===== src/rtl/pwa_pkg.sv =====
package pwa_pkg;

    typedef struct packed {
        logic present;
        logic wr;
        logic usr;
        logic nx;
        logic leaf;
    } pte_bits_t;

    typedef struct packed {
        logic usr;
        logic wr;
        logic nx;
    } perm_t;

    localparam perm_t PERM_OPEN = '{usr: 1'b1, wr: 1'b1, nx: 1'b0};
    localparam perm_t PERM_DENY = '{usr: 1'b0, wr: 1'b0, nx: 1'b1};

    function automatic perm_t perm_merge(input perm_t acc, input pte_bits_t e);
        perm_t r;
        r.usr = acc.usr & e.usr;
        r.wr  = acc.wr  & e.wr;
        r.nx  = acc.nx  | e.nx;
        return r;
    endfunction

endpackage


===== src/rtl/pwa_fold.sv =====
module pwa_fold
    import pwa_pkg::*;
#(
    parameter int LEVELS = 4,
    parameter int LVL_W  = $clog2(LEVELS)
) (
    input  perm_t      acc,
    input  pte_bits_t  ent,
    input  logic [LVL_W-1:0] level,
    output perm_t      nxt,
    output logic       ends,
    output logic       miss
);
    logic [LEVELS-1:0] leaf_ok;

    // Large-page leaves are honoured below the top level only.
    for (genvar g = 0; g < LEVELS; g++) begin : g_leaf
        assign leaf_ok[g] = (g != LEVELS - 1);
    end

    always_comb begin
        nxt  = perm_merge(acc, ent);
        miss = !ent.present;
        ends = miss || (level == '0) || (ent.leaf && leaf_ok[level]);
    end
endmodule


===== src/rtl/pwa_seq.sv =====
module pwa_seq
    import pwa_pkg::*;
#(
    parameter int LEVELS = 4,
    parameter int LVL_W  = $clog2(LEVELS)
) (
    input  logic             clk,
    input  logic             rst,
    input  logic             start,
    input  logic             ent_valid,
    input  perm_t            nxt,
    input  logic             ends,
    output logic             take,
    output logic [LVL_W-1:0] level,
    output perm_t            acc
);
    localparam logic [LVL_W-1:0] TOP_LVL = LVL_W'(LEVELS - 1);

    logic busy;

    assign take = busy && ent_valid && !start;

    always_ff @(posedge clk) begin
        if (rst) begin
            busy  <= 1'b0;
            level <= TOP_LVL;
            acc   <= PERM_OPEN;
        end else if (start) begin
            busy  <= 1'b1;
            level <= TOP_LVL;
            acc   <= PERM_OPEN;
        end else if (take) begin
            acc <= nxt;
            if (ends) begin
                busy <= 1'b0;
            end else begin
                level <= level - 1'b1;
            end
        end
    end
endmodule


===== src/rtl/pwa_result.sv =====
module pwa_result
    import pwa_pkg::*;
#(
    parameter int LVL_W = 2
) (
    input  logic             clk,
    input  logic             rst,
    input  logic             fire,
    input  logic             miss,
    input  perm_t            nxt,
    input  logic [LVL_W-1:0] level,
    output logic             done,
    output perm_t            eff,
    output logic             np,
    output logic [LVL_W-1:0] stop_lvl
);
    always_ff @(posedge clk) begin
        if (rst) begin
            done     <= 1'b0;
            eff      <= '0;
            np       <= 1'b0;
            stop_lvl <= '0;
        end else begin
            done <= fire;
            if (fire) begin
                eff      <= miss ? PERM_DENY : nxt;
                np       <= miss;
                stop_lvl <= level;
            end
        end
    end
endmodule


===== src/rtl/perm_walk_acc.sv =====
module perm_walk_acc
    import pwa_pkg::*;
#(
    parameter int LEVELS = 4,
    localparam int LVL_W = $clog2(LEVELS)
) (
    input  logic             clk,
    input  logic             rst,
    input  logic             start,
    input  logic             ent_valid,
    input  logic             ent_present,
    input  logic             ent_write,
    input  logic             ent_user,
    input  logic             ent_nx,
    input  logic             ent_leaf,
    output logic             done,
    output logic             eff_user,
    output logic             eff_write,
    output logic             eff_nx,
    output logic             not_present,
    output logic [LVL_W-1:0] stop_level
);
    pte_bits_t        ent;
    perm_t            acc, nxt, eff;
    logic             ends, miss, take;
    logic [LVL_W-1:0] level;

    assign ent = '{present: ent_present, wr: ent_write, usr: ent_user,
                   nx: ent_nx, leaf: ent_leaf};

    pwa_fold #(.LEVELS(LEVELS), .LVL_W(LVL_W)) u_fold (
        .acc(acc), .ent(ent), .level(level),
        .nxt(nxt), .ends(ends), .miss(miss)
    );

    pwa_seq #(.LEVELS(LEVELS), .LVL_W(LVL_W)) u_seq (
        .clk(clk), .rst(rst), .start(start), .ent_valid(ent_valid),
        .nxt(nxt), .ends(ends), .take(take), .level(level), .acc(acc)
    );

    pwa_result #(.LVL_W(LVL_W)) u_res (
        .clk(clk), .rst(rst), .fire(take && ends), .miss(miss),
        .nxt(nxt), .level(level), .done(done), .eff(eff),
        .np(not_present), .stop_lvl(stop_level)
    );

    assign eff_user  = eff.usr;
    assign eff_write = eff.wr;
    assign eff_nx    = eff.nx;
endmodule


===== config.mk =====
export PLATFORM = sky130hd
export DESIGN_NAME = perm_walk_acc
export DESIGN_NICKNAME = d
export VERILOG_FILES = /design/src/rtl/pwa_pkg.sv /design/src/rtl/pwa_fold.sv /design/src/rtl/pwa_seq.sv /design/src/rtl/pwa_result.sv /design/src/rtl/perm_walk_acc.sv
export SDC_FILE = /design/constraint.sdc
export NUM_CORES = 1
export LEC_CHECK = 0
export CAP_MARGIN = 20
export CORE_MARGIN = 4
export CORE_UTILIZATION = 45
export CTS_CLUSTER_DIAMETER = 60
export DETAILED_ROUTE_END_ITERATION = 16
export PLACE_DENSITY = 0.75
export SYNTH_ARGS = -nofsm -noshare
export SYNTH_HDL_FRONTEND = slang
export SYNTH_SLANG_ARGS = --single-unit
export TNS_END_PERCENT = 30

===== constraint.sdc =====
create_clock -name clk -period 2.1 [get_ports clk]
set_clock_uncertainty 0.1 [all_clocks]
set_input_delay 0.525 -clock clk [delete_from_list [all_inputs] [get_ports clk]]
set_output_delay 0.525 -clock clk [all_outputs]
set_load 0.01 [all_outputs]

; ---- Word-level counts from Yosys, hierarchy flattened
; Cells that the tools add are included.
[totals]
regBits = 13
out_inout_bits = 7
wordCells = 37
[op_classes]
n_addsub = 1
magnitude_cmp = 1
muxes = 6
bitwise_logic = 4
n_reduce_logical = 14
[op_table]
columns = operator, n
row1 = 1-bit logical AND, 4
row2 = 1-bit 2-to-1 mux, 4
row3 = 2-bit AND reduction, 2
row4 = 2-bit nonzero test, 2
row5 = 2-bit by 3-bit < comparator with 1-bit output (second input constant), 1
row6 = 3-bit 2-to-1 mux, 1
row7 = 1-bit bitwise AND, 2
row8 = 1-bit binary-select mux with 2-bit select, 1
row9 = 1-bit logical NOT, 2
row10 = 2-bit logical NOT, 1
row11 = 1-bit logical OR, 2
row12 = 2-bit OR reduction, 1
row13 = 2-bit by 1-bit subtractor with 2-bit output (second input constant), 1
row14 = 1-bit NOT, 1
row15 = 1-bit bitwise OR, 1

; ---- Longest topological paths before layout
; Gate-level depths: netlist of the first run.
[logic_depth]
ltp_word = 7
depth_mapped = 5

; ---- Cells and area by module
; From an unflattened synthesis of the first run, not the netlist that was laid out.
[unflattened]
hier_cells = 58
area_unflattened_um2 = 530.5
[by_module_without_submodules]
columns = mod, n_inst, cells_per_inst, area_per_inst_um2, seq_area_each_um2
row1 = pwa_result, 1, 24, 259.0, 140.1
row2 = pwa_seq, 1, 26, 225.2, 120.1
row3 = pwa_fold, 1, 7, 40.0, 0.0
row4 = perm_walk_acc, 1, 1, 6.3, 0.0

; ---- Worst setup path after synthesis of the first run
; OpenSTA, ideal clock, no wires.
[synth_timing]
path_type = flip-flop to flip-flop
start = register u_seq.level[0]
end = register, netlist name u_res.eff[0]
setup_ns = 0.121
t_arrival_ns = 1.213
t_required_ns = 1.879
path_slack_ns = 0.666
stages_incl_launch_ff = 6
n_path_buf = 0
synth_period_minus_slack_ns = 1.434
cell_sequence = dfxtp_1 > inv_1 > ha_1 > nand2b_1 > o21ai_2 > mux2_4
[synth_between]
elab_chain_cells = 5
elab_cells_between_ends = 7
cone_classes = mux (2) / reduce/logical (5)
[synth_lines]
columns = item, line_no
row1 = "start, declared", pwa_seq.sv:14  ; output logic [LVL_W-1:0] level,
row2 = "start signal, assigned", pwa_seq.sv:37  ; level <= level - 1'b1;
row3 = 1-bit binary-select mux with 2-bit select, pwa_fold.sv:24  ; ends = miss || (level == '0) || (ent.leaf && leaf_ok[level]);
row4 = 1-bit 2-to-1 mux (not written as such), pwa_fold.sv:24
row5 = 1-bit logical AND, pwa_fold.sv:24
row6 = 1-bit logical OR (*), pwa_fold.sv:24
row7 = 1-bit logical AND (*), perm_walk_acc.sv:42  ; .clk(clk), .rst(rst), .fire(take && ends), .miss(miss),
; Every way passes the cells marked *; elsewhere a longest branch is shown, timed or not. The select of a mux whose other input is x is not followed.
; A chain may end at the register's enable or synchronous reset.

; ---- Final worst setup path of the first run
[layout_timing]
start = register u_res.stop_lvl[1]
end = output port stop_level[1]
[layout_lines]
columns = item, line_no
row1 = "start, declared", pwa_result.sv:15  ; output logic [LVL_W-1:0] stop_lvl
row2 = "start signal, assigned", pwa_result.sv:28  ; stop_lvl <= level;
row3 = "end, declared", perm_walk_acc.sv:21  ; output logic [LVL_W-1:0] stop_level
; No word-level cell between the ends.

==> metrics.md, run 1 <==
| Metric | Value |
|---|---|
| Routed WL | `1260 um` |
| Worst Setup SP | `u_res.stop_lvl[1]$_SDFFE_PP0P_` |
| ANT nets after route | `0` |
| Synthesized area | `603 um2` |
| Post-route cell area | `801 um2` |
| Pre-antenna DRT Iters | `2` |
| Final WS setup | `0.312 ns` |
| Finished Layout Cells | `93` |
| Num CTS Buffers | `3` |
| Layout Nets | `91` |
| RSZ-0062 raised after global routing | `no` |
| DRC | `0` |
| Area taken by multi-input logic gates | `332 um2` |
| Diodes inserted | `0` |
| Gpl congestion | `0.797` |
| Commonest non-fill, non-tap cells in the layout | `clkdlybuf4s50_1 (15), dfxtp_1 (13), nand2b_1 (9)` |
| Worst r2r src | `u_seq.level[0]$_SDFFE_PP1P_` |
| Grt ovf | `0` |
| CP Launch Type | `register` |
| Fillers | `109` |
| Height of the chip | `44.6 um` |
| Vias in the first global route | `444` |
| MaxCap Viol Count | `0` |
| Peak supply drop | `0.000473 V` |
| Rows | `12` |
| Share of cells above drive strength 1 | `12.7%` |
| Core area | `0.00119 mm2` |
| Place WS | `0.166 ns` |
| # hold bufs at CTS | `0` |
| CP Class | `register to primary output` |
| Hold Crit Class | `register to register` |
| DP HPWL | `939 um` |
| Distinct cells, synth | `24` |
| Buf/Inv on CP | `1` |
| Post-Place Cells | `89` |
| Gate Count Post-Synth | `60` |
| Combinational share of power | `12.1%` |
| Effective utilization at floorplan | `50.8%` |
| Fin crit share | `85.2%` |
| Setup violators final | `0` |
| DIE AREA | `0.00199 mm2` |
| Register area | `260 um2` |
| Int Power | `358 uW` |
| Die Wd | `44.6 um` |
| Worst R2R End | `u_res.eff[0]$_SDFFE_PP0P_` |
| Sequential area share after synthesis | `43.2%` |
| Clock power share | `33.3%` |
| Slew Limit Headroom | `67.1%` |
| Cell area power density | `583 mW/mm2` |
| Root buffer cell | `clkbuf_4` |
| Status | `completed` |
| Layout area overhead | `32.8%` |
| Slew Viols, Final | `0` |
| Crit. End Element | `primary output` |
| Worst R2R Setup Slack | `0.57 ns` |
| Area after DPL | `774 um2` |
| Critical Path RT | `1.47 ns` |
| WL/cell | `13.5 um` |
| Post-Syn Nets | `71` |
| PortBufs | `15` |
| Post-CTS setup buffers | `0` |
| Number of hold violations in the final report | `0` |
| Resized cells post-CTS | `0` |
| Initial DRC Count | `6` |
| #FFs+latches synth | `13` |
| Syn Area/Cell | `10.1 um2` |
| NetSw | `109 uW` |
| Arrival time worst endpoint | `1.16 ns` |
| DR vias/cell | `5.33` |
| CTS tree | `done` |
| Slowest CP cell | `clkdlybuf4s50_1` |
| # IOs | `16` |
| F_max | `559 MHz` |
| Crit path capture | `stop_level[1]` |
| H-tree depth | `1` |
| Setup_tns | `0 ns` |
| Stages on worst setup path | `1` |
| Initial antenna violation count | `0` |
| Vias | `496` |
| First-pass GRT wire length | `2020 um` |
| Leak Pwr | `0.328 nW` |
| Switching Share | `23.4%` |
| Worst-path fanout max | `2` |
| Clock sinks | `13` |
| CP peak stage delay | `0.54 ns` |
| CTS Buffer Depth | `2` |
| Sequential share of power | `54.6%` |
| Ys Warns | `0` |
| Worst-path cell chain | `clkdlybuf4s50_1` |
| Largest net degree at the start of global routing | `17` |
| Total track usage | `14.3%` |
| Skew-Pair Late Insertion Delay | `0.28 ns` |
| Clk slew on worst S/H paths | `0.08 ns` |
| Leading cell type in the layout, fill and taps excluded | `clkdlybuf4s50_1` |
| Least-Margin Pin Slew | `0.492 ns` |
| Final Critical Period | `1.79 ns` |
| Top delay family on crit path | `buffers and inverters` |
| R2r worst-path depth | `5` |
## cell type report
| class | count | share of cell area (%) |
|---|---|---|
| multi-input cells | 44 | 41.4 |
| flip-flops and latches | 13 | 32.5 |
| repair buffers | 16 | 19.7 |
| clock buffers | 4 | 3.28 |
| well taps | 14 | 2.19 |
| inverters | 2 | 0.938 |
## through the flow
stage | util [%] | hold slack (ns) | total power, mW
2_1_floorplan | - | 0.332 | 0.286
3_5_place_dp | 65.3 | 0.354 | 0.317
4_1_cts | 67.5 | 0.374 | 0.473
6_report | 67.5 | 0.370 | 0.467
3_3_place_gp | 65.3 | 0.345 | 0.316
5_1_grt | 67.5 | 0.404 | 0.493
## worst register-to-register path, cell delays in order, from the launching register on
cell      delay, ns
dfxtp_1        0.38
inv_1          0.08
ha_1           0.20
nand2b_1       0.18
o21ai_2        0.18
mux2_4         0.31
## worst min-delay path by stage
stage	end	start	cells past startpoint	slack, ns
2_1_floorplan	u_seq.acc[1]$_SDFFE_PP1P_	u_seq.acc[1]$_SDFFE_PP1P_	2	0.33
3_3_place_gp	u_seq.acc[1]$_SDFFE_PP1P_	u_seq.acc[1]$_SDFFE_PP1P_	2	0.34
3_5_place_dp	u_seq.acc[2]$_SDFFE_PP1P_	u_seq.acc[2]$_SDFFE_PP1P_	2	0.35
4_1_cts	u_seq.acc[2]$_SDFFE_PP1P_	u_seq.acc[2]$_SDFFE_PP1P_	2	0.37
5_1_grt	u_seq.acc[2]$_SDFFE_PP1P_	u_seq.acc[2]$_SDFFE_PP1P_	2	0.40
6_report	u_seq.acc[2]$_SDFFE_PP1P_	u_seq.acc[2]$_SDFFE_PP1P_	2	0.37
## flip-flops by register name, summed over array words and instances (netlist names)
name,count
u_seq.level,2
u_res.eff,3
u_res.done,1
u_res.np,1
u_seq.acc,3
u_res.stop_lvl,2
u_seq.busy,1
## routing by layer
layer,vias to the layer above,wire length (um),GRT usage (%)
li1,252,-,-
met1,230,572,16.6
met2,12,594,24.1
met3,2,84,6.10
met4,0,8,3.61
met5,-,0,0
## Yosys cell counts, drive strengths merged
master / n / area (um2)
dfxtp: 13 / 260
nand2b: 9 / 56.3
o21ai: 5 / 28.8
mux2i: 4 / 40.0
nor2: 4 / 15.0
a21oi: 3 / 26.3
a31oi: 2 / 12.5
and2b: 2 / 17.5
ha: 2 / 25.0
inv: 2 / 7.51
nand2: 2 / 7.51
nand4b: 2 / 17.5
nor3: 2 / 10.0
and3b: 1 / 10.0
and4: 1 / 8.76
clkbuf: 1 / 3.75
mux2: 1 / 15.0
nand3b: 1 / 20.0
nor2b: 1 / 6.26
nor4: 1 / 6.26
o32ai: 1 / 8.76
## power by group through the flow
| stage | clock [mW] | combinational [mW] | sequential, mW |
|---|---|---|---|
| final | 0.156 | 0.0564 | 0.255 |
| after global routing | 0.176 | 0.0613 | 0.256 |
| after CTS | 0.161 | 0.0568 | 0.255 |
| after floorplan | 0 | 0.0241 | 0.262 |
| after detailed placement | 0 | 0.0562 | 0.261 |
| after global placement | 0 | 0.0555 | 0.261 |
## logic make-up (layout without fill, tap and decap cells)
family / after synthesis / count (layout) / share of synthesized area (%)
fa+ha+maj: 2 / 2 / 4.15
buf+inv: 3 / 22 / 1.87
compound gates: 11 / 11 / 12.7
mux: 5 / 5 / 9.13
flops: 13 / 13 / 43.2
simple gates: 26 / 26 / 29.0
Power figures use the tool's default switching activity.
==> run 2, diff against run 1 <==
--- a/config.mk
+++ b/config.mk
@@ -10,7 +10,7 @@
 export CORE_UTILIZATION = 45
 export CTS_CLUSTER_DIAMETER = 60
 export DETAILED_ROUTE_END_ITERATION = 16
-export PLACE_DENSITY = 0.75
+export PLACE_DENSITY = 0.72
 export SYNTH_ARGS = -nofsm -noshare
 export SYNTH_HDL_FRONTEND = slang
 export SYNTH_SLANG_ARGS = --single-unit
==> run 2 against run 1 <==
Against the previous run:
- power is 1.3% lower
- highest routed layer unchanged
- first-iteration DRC count is 67% higher
- critical endpoint is now eff_nx
- register-to-register slack hardly changed
- flip-flop and latch count stayed put
- non-clock buffer count is 1 lower
- combinational power is 4.6% lower
- final area is 0.94% lower
- worst hold slack better by 0.0012 ns
==> metrics.md, run 2 (same netlist as run 1, synthesis figures left out) <==
| Metric | Value |
|---|---|
| RSZ-0062 raised after global routing | `no` |
| R2r worst-path depth | `5 (unchanged)` |
| Setup violators final | `0 (unchanged)` |
| CTS tree | `done` |
| Buf/Inv on CP | `1 (unchanged)` |
| Share of cells above drive strength 1 | `11.5% (-1.1 points)` |
| Hold Startpoint | `u_res.eff[2]$_SDFFE_PP0P_` |
| Worst-path fanout max | `2 (unchanged)` |
| Rows | `12 (unchanged)` |
| Arrival time worst endpoint | `1.15 ns (about the same)` |
| Diodes inserted | `0 (unchanged)` |
| H-tree depth | `1 (unchanged)` |
| Fin crit share | `84.5% (-0.64 points)` |
| DIE AREA | `0.00199 mm2 (unchanged)` |
| Clk slew on worst S/H paths | `0.07 ns (about the same)` |
| Crit. End Element | `primary output` |
| Commonest non-fill, non-tap cells in the layout | `clkdlybuf4s50_1 (15), dfxtp_1 (13), nand2b_1 (9)` |
| Initial DRC Count | `10 (+4)` |
| DR vias/cell | `5.42 (+1.7%)` |
| Post-CTS setup buffers | `0 (unchanged)` |
| Leading cell type in the layout, fill and taps excluded | `clkdlybuf4s50_1` |
| # hold bufs at CTS | `0 (unchanged)` |
| Number of hold violations in the final report | `0 (unchanged)` |
| Peak supply drop | `0.000361 V (-24%)` |
| PortBufs | `15 (unchanged)` |
| Resized cells post-CTS | `0 (unchanged)` |
| Hold Crit Depth | `2 (unchanged)` |
| Pre-antenna DRT Iters | `4 (+2)` |
| Worst R2R Setup Slack | `0.56 ns (about the same)` |
| WL/cell | `12.2 um (-10%)` |
| Top delay family on crit path | `buffers and inverters` |
| Core area | `0.00119 mm2 (unchanged)` |
| Setup_tns | `0 ns (unchanged)` |
| Skew-Pair Late Insertion Delay | `0.28 ns (about the same)` |
| Design Power | `461 uW (-1.3%)` |
| DRC | `0 (unchanged)` |
| Hold Crit Class | `register to register` |
| DP HPWL | `876 um (-6.8%)` |
| CP peak stage delay | `0.54 ns (about the same)` |
| CP Launch Type | `register` |
| Min-Delay Endpoint | `u_res.eff[2]$_SDFFE_PP0P_` |
| Least-Margin Pin Slew | `0.455 ns (-0.0368 ns)` |
| Critical Path RT | `1.47 ns (about the same)` |
| Grt ovf | `0 (unchanged)` |
| Clock sinks | `13 (unchanged)` |
| ANT nets after route | `0 (unchanged)` |
| Status | `completed` |
| F_max | `563 MHz (+0.76%)` |
| CTS Buffer Depth | `2 (unchanged)` |
| Leak Pwr | `0.323 nW (-1.5%)` |
| Worst-path cell chain | `clkdlybuf4s50_1` |
| NetSw | `104 uW (-4.6%)` |
| Top flop regs | `u_res.eff: 3 flops, u_seq.acc: 3 flops` |
| CP Class | `register to primary output` |
| Routed WL | `1120 um (-11%)` |
| Slew Limit Headroom | `69.6% (+2.5 points)` |
| Initial antenna violation count | `0 (unchanged)` |
| Cell area power density | `581 mW/mm2 (-0.41%)` |
| Fillers | `101 (-7.3%)` |
| Total track usage | `12.2% (-2.2 points)` |
| Largest net degree at the start of global routing | `17 (unchanged)` |
| Worst R2R End | `u_res.eff[0]$_SDFFE_PP0P_` |
| Sequential share of power | `55.3% (+0.7 points)` |
| Layout area overhead | `31.5%` |
| Height of the chip | `44.6 um (unchanged)` |
| Die Wd | `44.6 um (unchanged)` |
| First-pass GRT wire length | `1730 um (-15%)` |
| Gpl congestion | `0.843 (+5.8%)` |
| Vias | `499 (+0.60%)` |
| Switching Share | `22.7% (-0.76 points)` |
| Finished Layout Cells | `92 (-1.1%)` |
| MaxCap Viol Count | `0 (unchanged)` |
| Clock power share | `33.0% (-0.3 points)` |
| Layout Nets | `90 (-1.1%)` |
| # IOs | `16 (unchanged)` |
| Effective utilization at floorplan | `50.8% (unchanged)` |
| Int Power | `356 uW (-0.36%)` |
| Final Critical Period | `1.77 ns (-0.0135 ns)` |
| Num CTS Buffers | `3 (unchanged)` |
| Combinational share of power | `11.7% (-0.4 points)` |
| Worst r2r src | `u_seq.level[0]$_SDFFE_PP1P_` |
| Post-Place Cells | `88 (-1.1%)` |
| Vias in the first global route | `401 (-9.7%)` |
| Area taken by multi-input logic gates | `332 um2 (unchanged)` |
| Root buffer cell | `clkbuf_4` |
| Slowest CP cell | `clkdlybuf4s50_1` |
| Register area | `260 um2 (unchanged)` |
| Slew Viols, Final | `0 (unchanged)` |
[run 2: changes by cell type in the layout (fill, tap and decap cells not counted)]
cell	before	now
buf_4	1	0
[run 2: layout make-up]
| cell class | instances | area share, % |
|---|---|---|
| multi-input cells | 44 | 41.8 |
| flip-flops and latches | 13 | 32.8 |
| repair buffers | 15 | 18.9 |
| clock buffers | 4 | 3.31 |
| well taps | 14 | 2.21 |
| inverters | 2 | 0.946 |
[run 2: worst max path at each step]
stage	start	end	slack, ns	cells after the start
6_report	u_res.eff[0]$_SDFFE_PP0P_	eff_nx	0.33	1
3_3_place_gp	start	u_res.eff[0]$_SDFFE_PP0P_	0.18	4
5_1_grt	u_res.stop_lvl[1]$_SDFFE_PP0P_	stop_level[1]	0.28	1
3_5_place_dp	start	u_res.eff[0]$_SDFFE_PP0P_	0.15	4
4_1_cts	u_res.stop_lvl[1]$_SDFFE_PP0P_	stop_level[1]	0.32	1
2_1_floorplan	u_seq.level[0]$_SDFFE_PP1P_	u_res.eff[0]$_SDFFE_PP0P_	0.67	5
[run 2: routing by layer]
layer,wire [um],global-route usage (%),up-vias,share of wire (%)
met1,519,16.1,226,46
met3,84,2.44,5,7.5
li1,-,-,249,-
met5,0,0,-,0
met2,483,17.2,19,43
met4,34,9.04,0,3.0
[run 2: metrics by stage]
step           worst slack, ns  area [um2]  hold WS (ns)  util [%]
3_3_place_gp             0.180         767         0.348      64.7
2_1_floorplan            0.666         603         0.332         -
5_1_grt                  0.276         793         0.386      66.9
3_5_place_dp             0.150         767         0.363      64.7
6_report                 0.325         793         0.371      66.9
4_1_cts                  0.322         793         0.377      66.9
[run 2: worst register-to-register path: cells and delay by family (launching register included)]
family | cells | cell delay, ns
multiplexers | 1 | 0.31
AO/OA/AOI/OAI | 1 | 0.18
adder cells (fa/ha/maj) | 1 | 0.20
buffers and inverters | 1 | 0.08
flip-flops | 1 | 0.40
AND/OR/NAND/NOR | 1 | 0.17
[run 2: power groups by stage]
stage / logic, mW / clock network [mW] / registers [mW]
after detailed placement: 0.0543 / 0 / 0.261
after global routing: 0.0588 / 0.170 / 0.256
after global placement: 0.0536 / 0 / 0.261
after floorplan: 0.0241 / 0 / 0.262
after CTS: 0.0545 / 0.155 / 0.255
final: 0.0538 / 0.152 / 0.255
==> run 3, diff against run 2 <==
==> constraint.sdc (replaced) <==
create_clock -name clk -period 1.8 [get_ports clk]
set_clock_uncertainty 0.1 [all_clocks]
set_input_delay 0.45 -clock clk [delete_from_list [all_inputs] [get_ports clk]]
set_output_delay 0.45 -clock clk [all_outputs]
set_load 0.01 [all_outputs]
==> run 3 against run 2 <==
Against the previous run:
- power is 20% higher
- utilization is 3.8 points higher
- via count is 4.0% higher
- critical path depth stayed put
- sequential share of layout area is 1.8 points lower
- worst setup slack worse by 0.22 ns
- non-clock buffer count is 6 higher
- wire length is 9.7% higher
- critical path type unchanged
- critical endpoint is now not_present
- largest power group unchanged
==> metrics.md, run 3 (same netlist as run 1, synthesis figures left out) <==
| Metric | Value |
|---|---|
| Design Power | `552 uW (+20%)` |
| R2r worst-path depth | `5 (unchanged)` |
| Hold Startpoint | `u_seq.acc[2]$_SDFFE_PP1P_` |
| Area after DPL | `812 um2 (+5.9%)` |
| Peak supply drop | `0.000503 V (+39%)` |
| DR vias/cell | `5.30 (-2.4%)` |
| Cell area power density | `658 mW/mm2 (+13%)` |
| Fin crit share | `94.1%` |
| Post-CTS setup buffers | `0 (unchanged)` |
| Rows | `12 (unchanged)` |
| Skew-Pair Late Insertion Delay | `0.27 ns (about the same)` |
| Min-Delay Endpoint | `u_seq.acc[2]$_SDFFE_PP1P_` |
| Commonest non-fill, non-tap cells in the layout | `clkdlybuf4s50_1 (15), dfxtp_1 (13), nand2b_1 (9)` |
| DRC | `0 (unchanged)` |
| DIE AREA | `0.00199 mm2 (unchanged)` |
| Layout area overhead | `39.0%` |
| Vias in the first global route | `483 (+20%)` |
| Top delay family on crit path | `buffers and inverters` |
| Largest net degree at the start of global routing | `9 (-8)` |
| Worst hold margin | `0.368 ns (-0.00334 ns)` |
| MaxCap Viol Count | `0 (unchanged)` |
| Total track usage | `13.5% (+1.3 points)` |
| Least-Margin Pin Slew | `0.311 ns (-0.144 ns)` |
| Top flop regs | `u_res.eff: 3 flops, u_seq.acc: 3 flops` |
| Effective utilization at floorplan | `50.8% (unchanged)` |
| Root buffer cell | `clkbuf_4` |
| Post-route cell area | `838 um2 (+5.7%)` |
| Worst R2R End | `u_res.eff[0]$_SDFFE_PP0P_` |
| First-pass GRT wire length | `1950 um (+13%)` |
| Register area | `260 um2 (unchanged)` |
| Leading cell type in the layout, fill and taps excluded | `clkdlybuf4s50_1` |
| Worst-path cell chain | `clkdlybuf4s50_1` |
| # hold bufs at CTS | `0 (unchanged)` |
| CTS Buffer Depth | `2 (unchanged)` |
| WL/cell | `12.6 um (+3.0%)` |
| F_max | `590 MHz` |
| Pre-antenna DRT Iters | `4 (unchanged)` |
| CP Launch Type | `register` |
| Die Wd | `44.6 um (unchanged)` |
| Resized cells post-CTS | `0 (unchanged)` |
| Worst-path fanout max | `2 (unchanged)` |
| H-tree depth | `1 (unchanged)` |
| Slowest CP cell | `clkdlybuf4s50_1` |
| # IOs | `16 (unchanged)` |
| Hold Crit Class | `register to register` |
| Layout Nets | `96 (+6.7%)` |
| Diodes inserted | `0 (unchanged)` |
| Clk slew on worst S/H paths | `0.08 ns (about the same)` |
| Setup violators final | `0 (unchanged)` |
| Worst R2R Setup Slack | `0.24 ns (-0.32 ns)` |
| Routed WL | `1230 um (+9.7%)` |
| Hold Crit Depth | `2 (unchanged)` |
| Slew Viols, Final | `0 (unchanged)` |
| Core area | `0.00119 mm2 (unchanged)` |
| Gpl congestion | `0.874 (+3.6%)` |
| DP HPWL | `950 um (+8.6%)` |
| Vias | `519 (+4.0%)` |
| Critical Path RT | `1.25 ns (-0.22 ns)` |
| Initial DRC Count | `6 (-4)` |
| Slew Limit Headroom | `79.2% (+9.6 points)` |
| Arrival time worst endpoint | `1.14 ns (about the same)` |
| Num CTS Buffers | `3 (unchanged)` |
| CTS tree | `done` |
| Share of cells above drive strength 1 | `17.9% (+6.3 points)` |
| Fillers | `98 (-3.0%)` |
| Status | `completed` |
| Worst r2r src | `u_seq.level[0]$_SDFFE_PP1P_` |
| Leak Pwr | `0.351 nW (+8.8%)` |
| Initial antenna violation count | `0 (unchanged)` |
| Grt ovf | `0 (unchanged)` |
| PortBufs | `15 (unchanged)` |
| RSZ-0062 raised after global routing | `no` |
| Height of the chip | `44.6 um (unchanged)` |
| Final Critical Period | `1.69 ns` |
| CP peak stage delay | `0.54 ns (about the same)` |
| ANT nets after route | `0 (unchanged)` |
| Area taken by multi-input logic gates | `332 um2 (unchanged)` |
| Buf/Inv on CP | `1 (unchanged)` |
| Clock sinks | `13 (unchanged)` |
| Crit. End Element | `primary output` |
| Number of hold violations in the final report | `0 (unchanged)` |
| CP Class | `register to primary output` |
[run 3: cell types whose count changed in the layout (fill, tap and decap cells not counted)]
cell   previous run  this run
buf_4             0         6
[run 3: final cells by class]
cell class / count / area share [%]
well taps: 14 / 2.09
multi-input cells: 44 / 39.6
flip-flops and latches: 13 / 31.0
clock buffers: 4 / 3.13
repair buffers: 21 / 23.3
inverters: 2 / 0.896
[run 3: stage by stage]
stage                     TNS [ns]  utilization, %  std cells  setup WS [ns]
final                            0            70.7         98          0.105
after global routing             0            70.7         98         0.0478
after CTS                        0            70.7         98         0.0866
after detailed placement   -0.0453            68.5         94        -0.0453
after global placement     -0.0110            68.5         94        -0.0110
after floorplan                  0               -         60          0.366
[run 3: where the power goes]
| part | internal (mW) | leakage, nW | switching (mW) |
|---|---|---|---|
| clock | 0.0859 | 0.0150 | 0.0954 |
| combinational | 0.0440 | 0.231 | 0.0293 |
| sequential | 0.293 | 0.105 | 0.00399 |
| total | 0.423 | 0.351 | 0.129 |
[run 3: layer usage]
metal	track usage [%]	up-vias	wire (um)
met5	0	-	0
met4	4.22	0	8
met2	22.6	21	573
met3	6.50	2	103
li1	-	261	-
met1	14.8	235	545
[run 3: worst max-delay path by stage]
stage | from | to | slack, ns | cells after the start
after floorplan | u_seq.level[0]$_SDFFE_PP1P_ | u_res.eff[0]$_SDFFE_PP0P_ | 0.37 | 5
after global placement | start | u_res.eff[0]$_SDFFE_PP0P_ | -0.01 | 4
after detailed placement | start | u_res.eff[0]$_SDFFE_PP0P_ | -0.05 | 4
after CTS | u_res.np$_SDFFE_PP0P_ | not_present | 0.09 | 1
after global routing | u_res.np$_SDFFE_PP0P_ | not_present | 0.05 | 1
final | u_res.np$_SDFFE_PP0P_ | not_present | 0.11 | 1
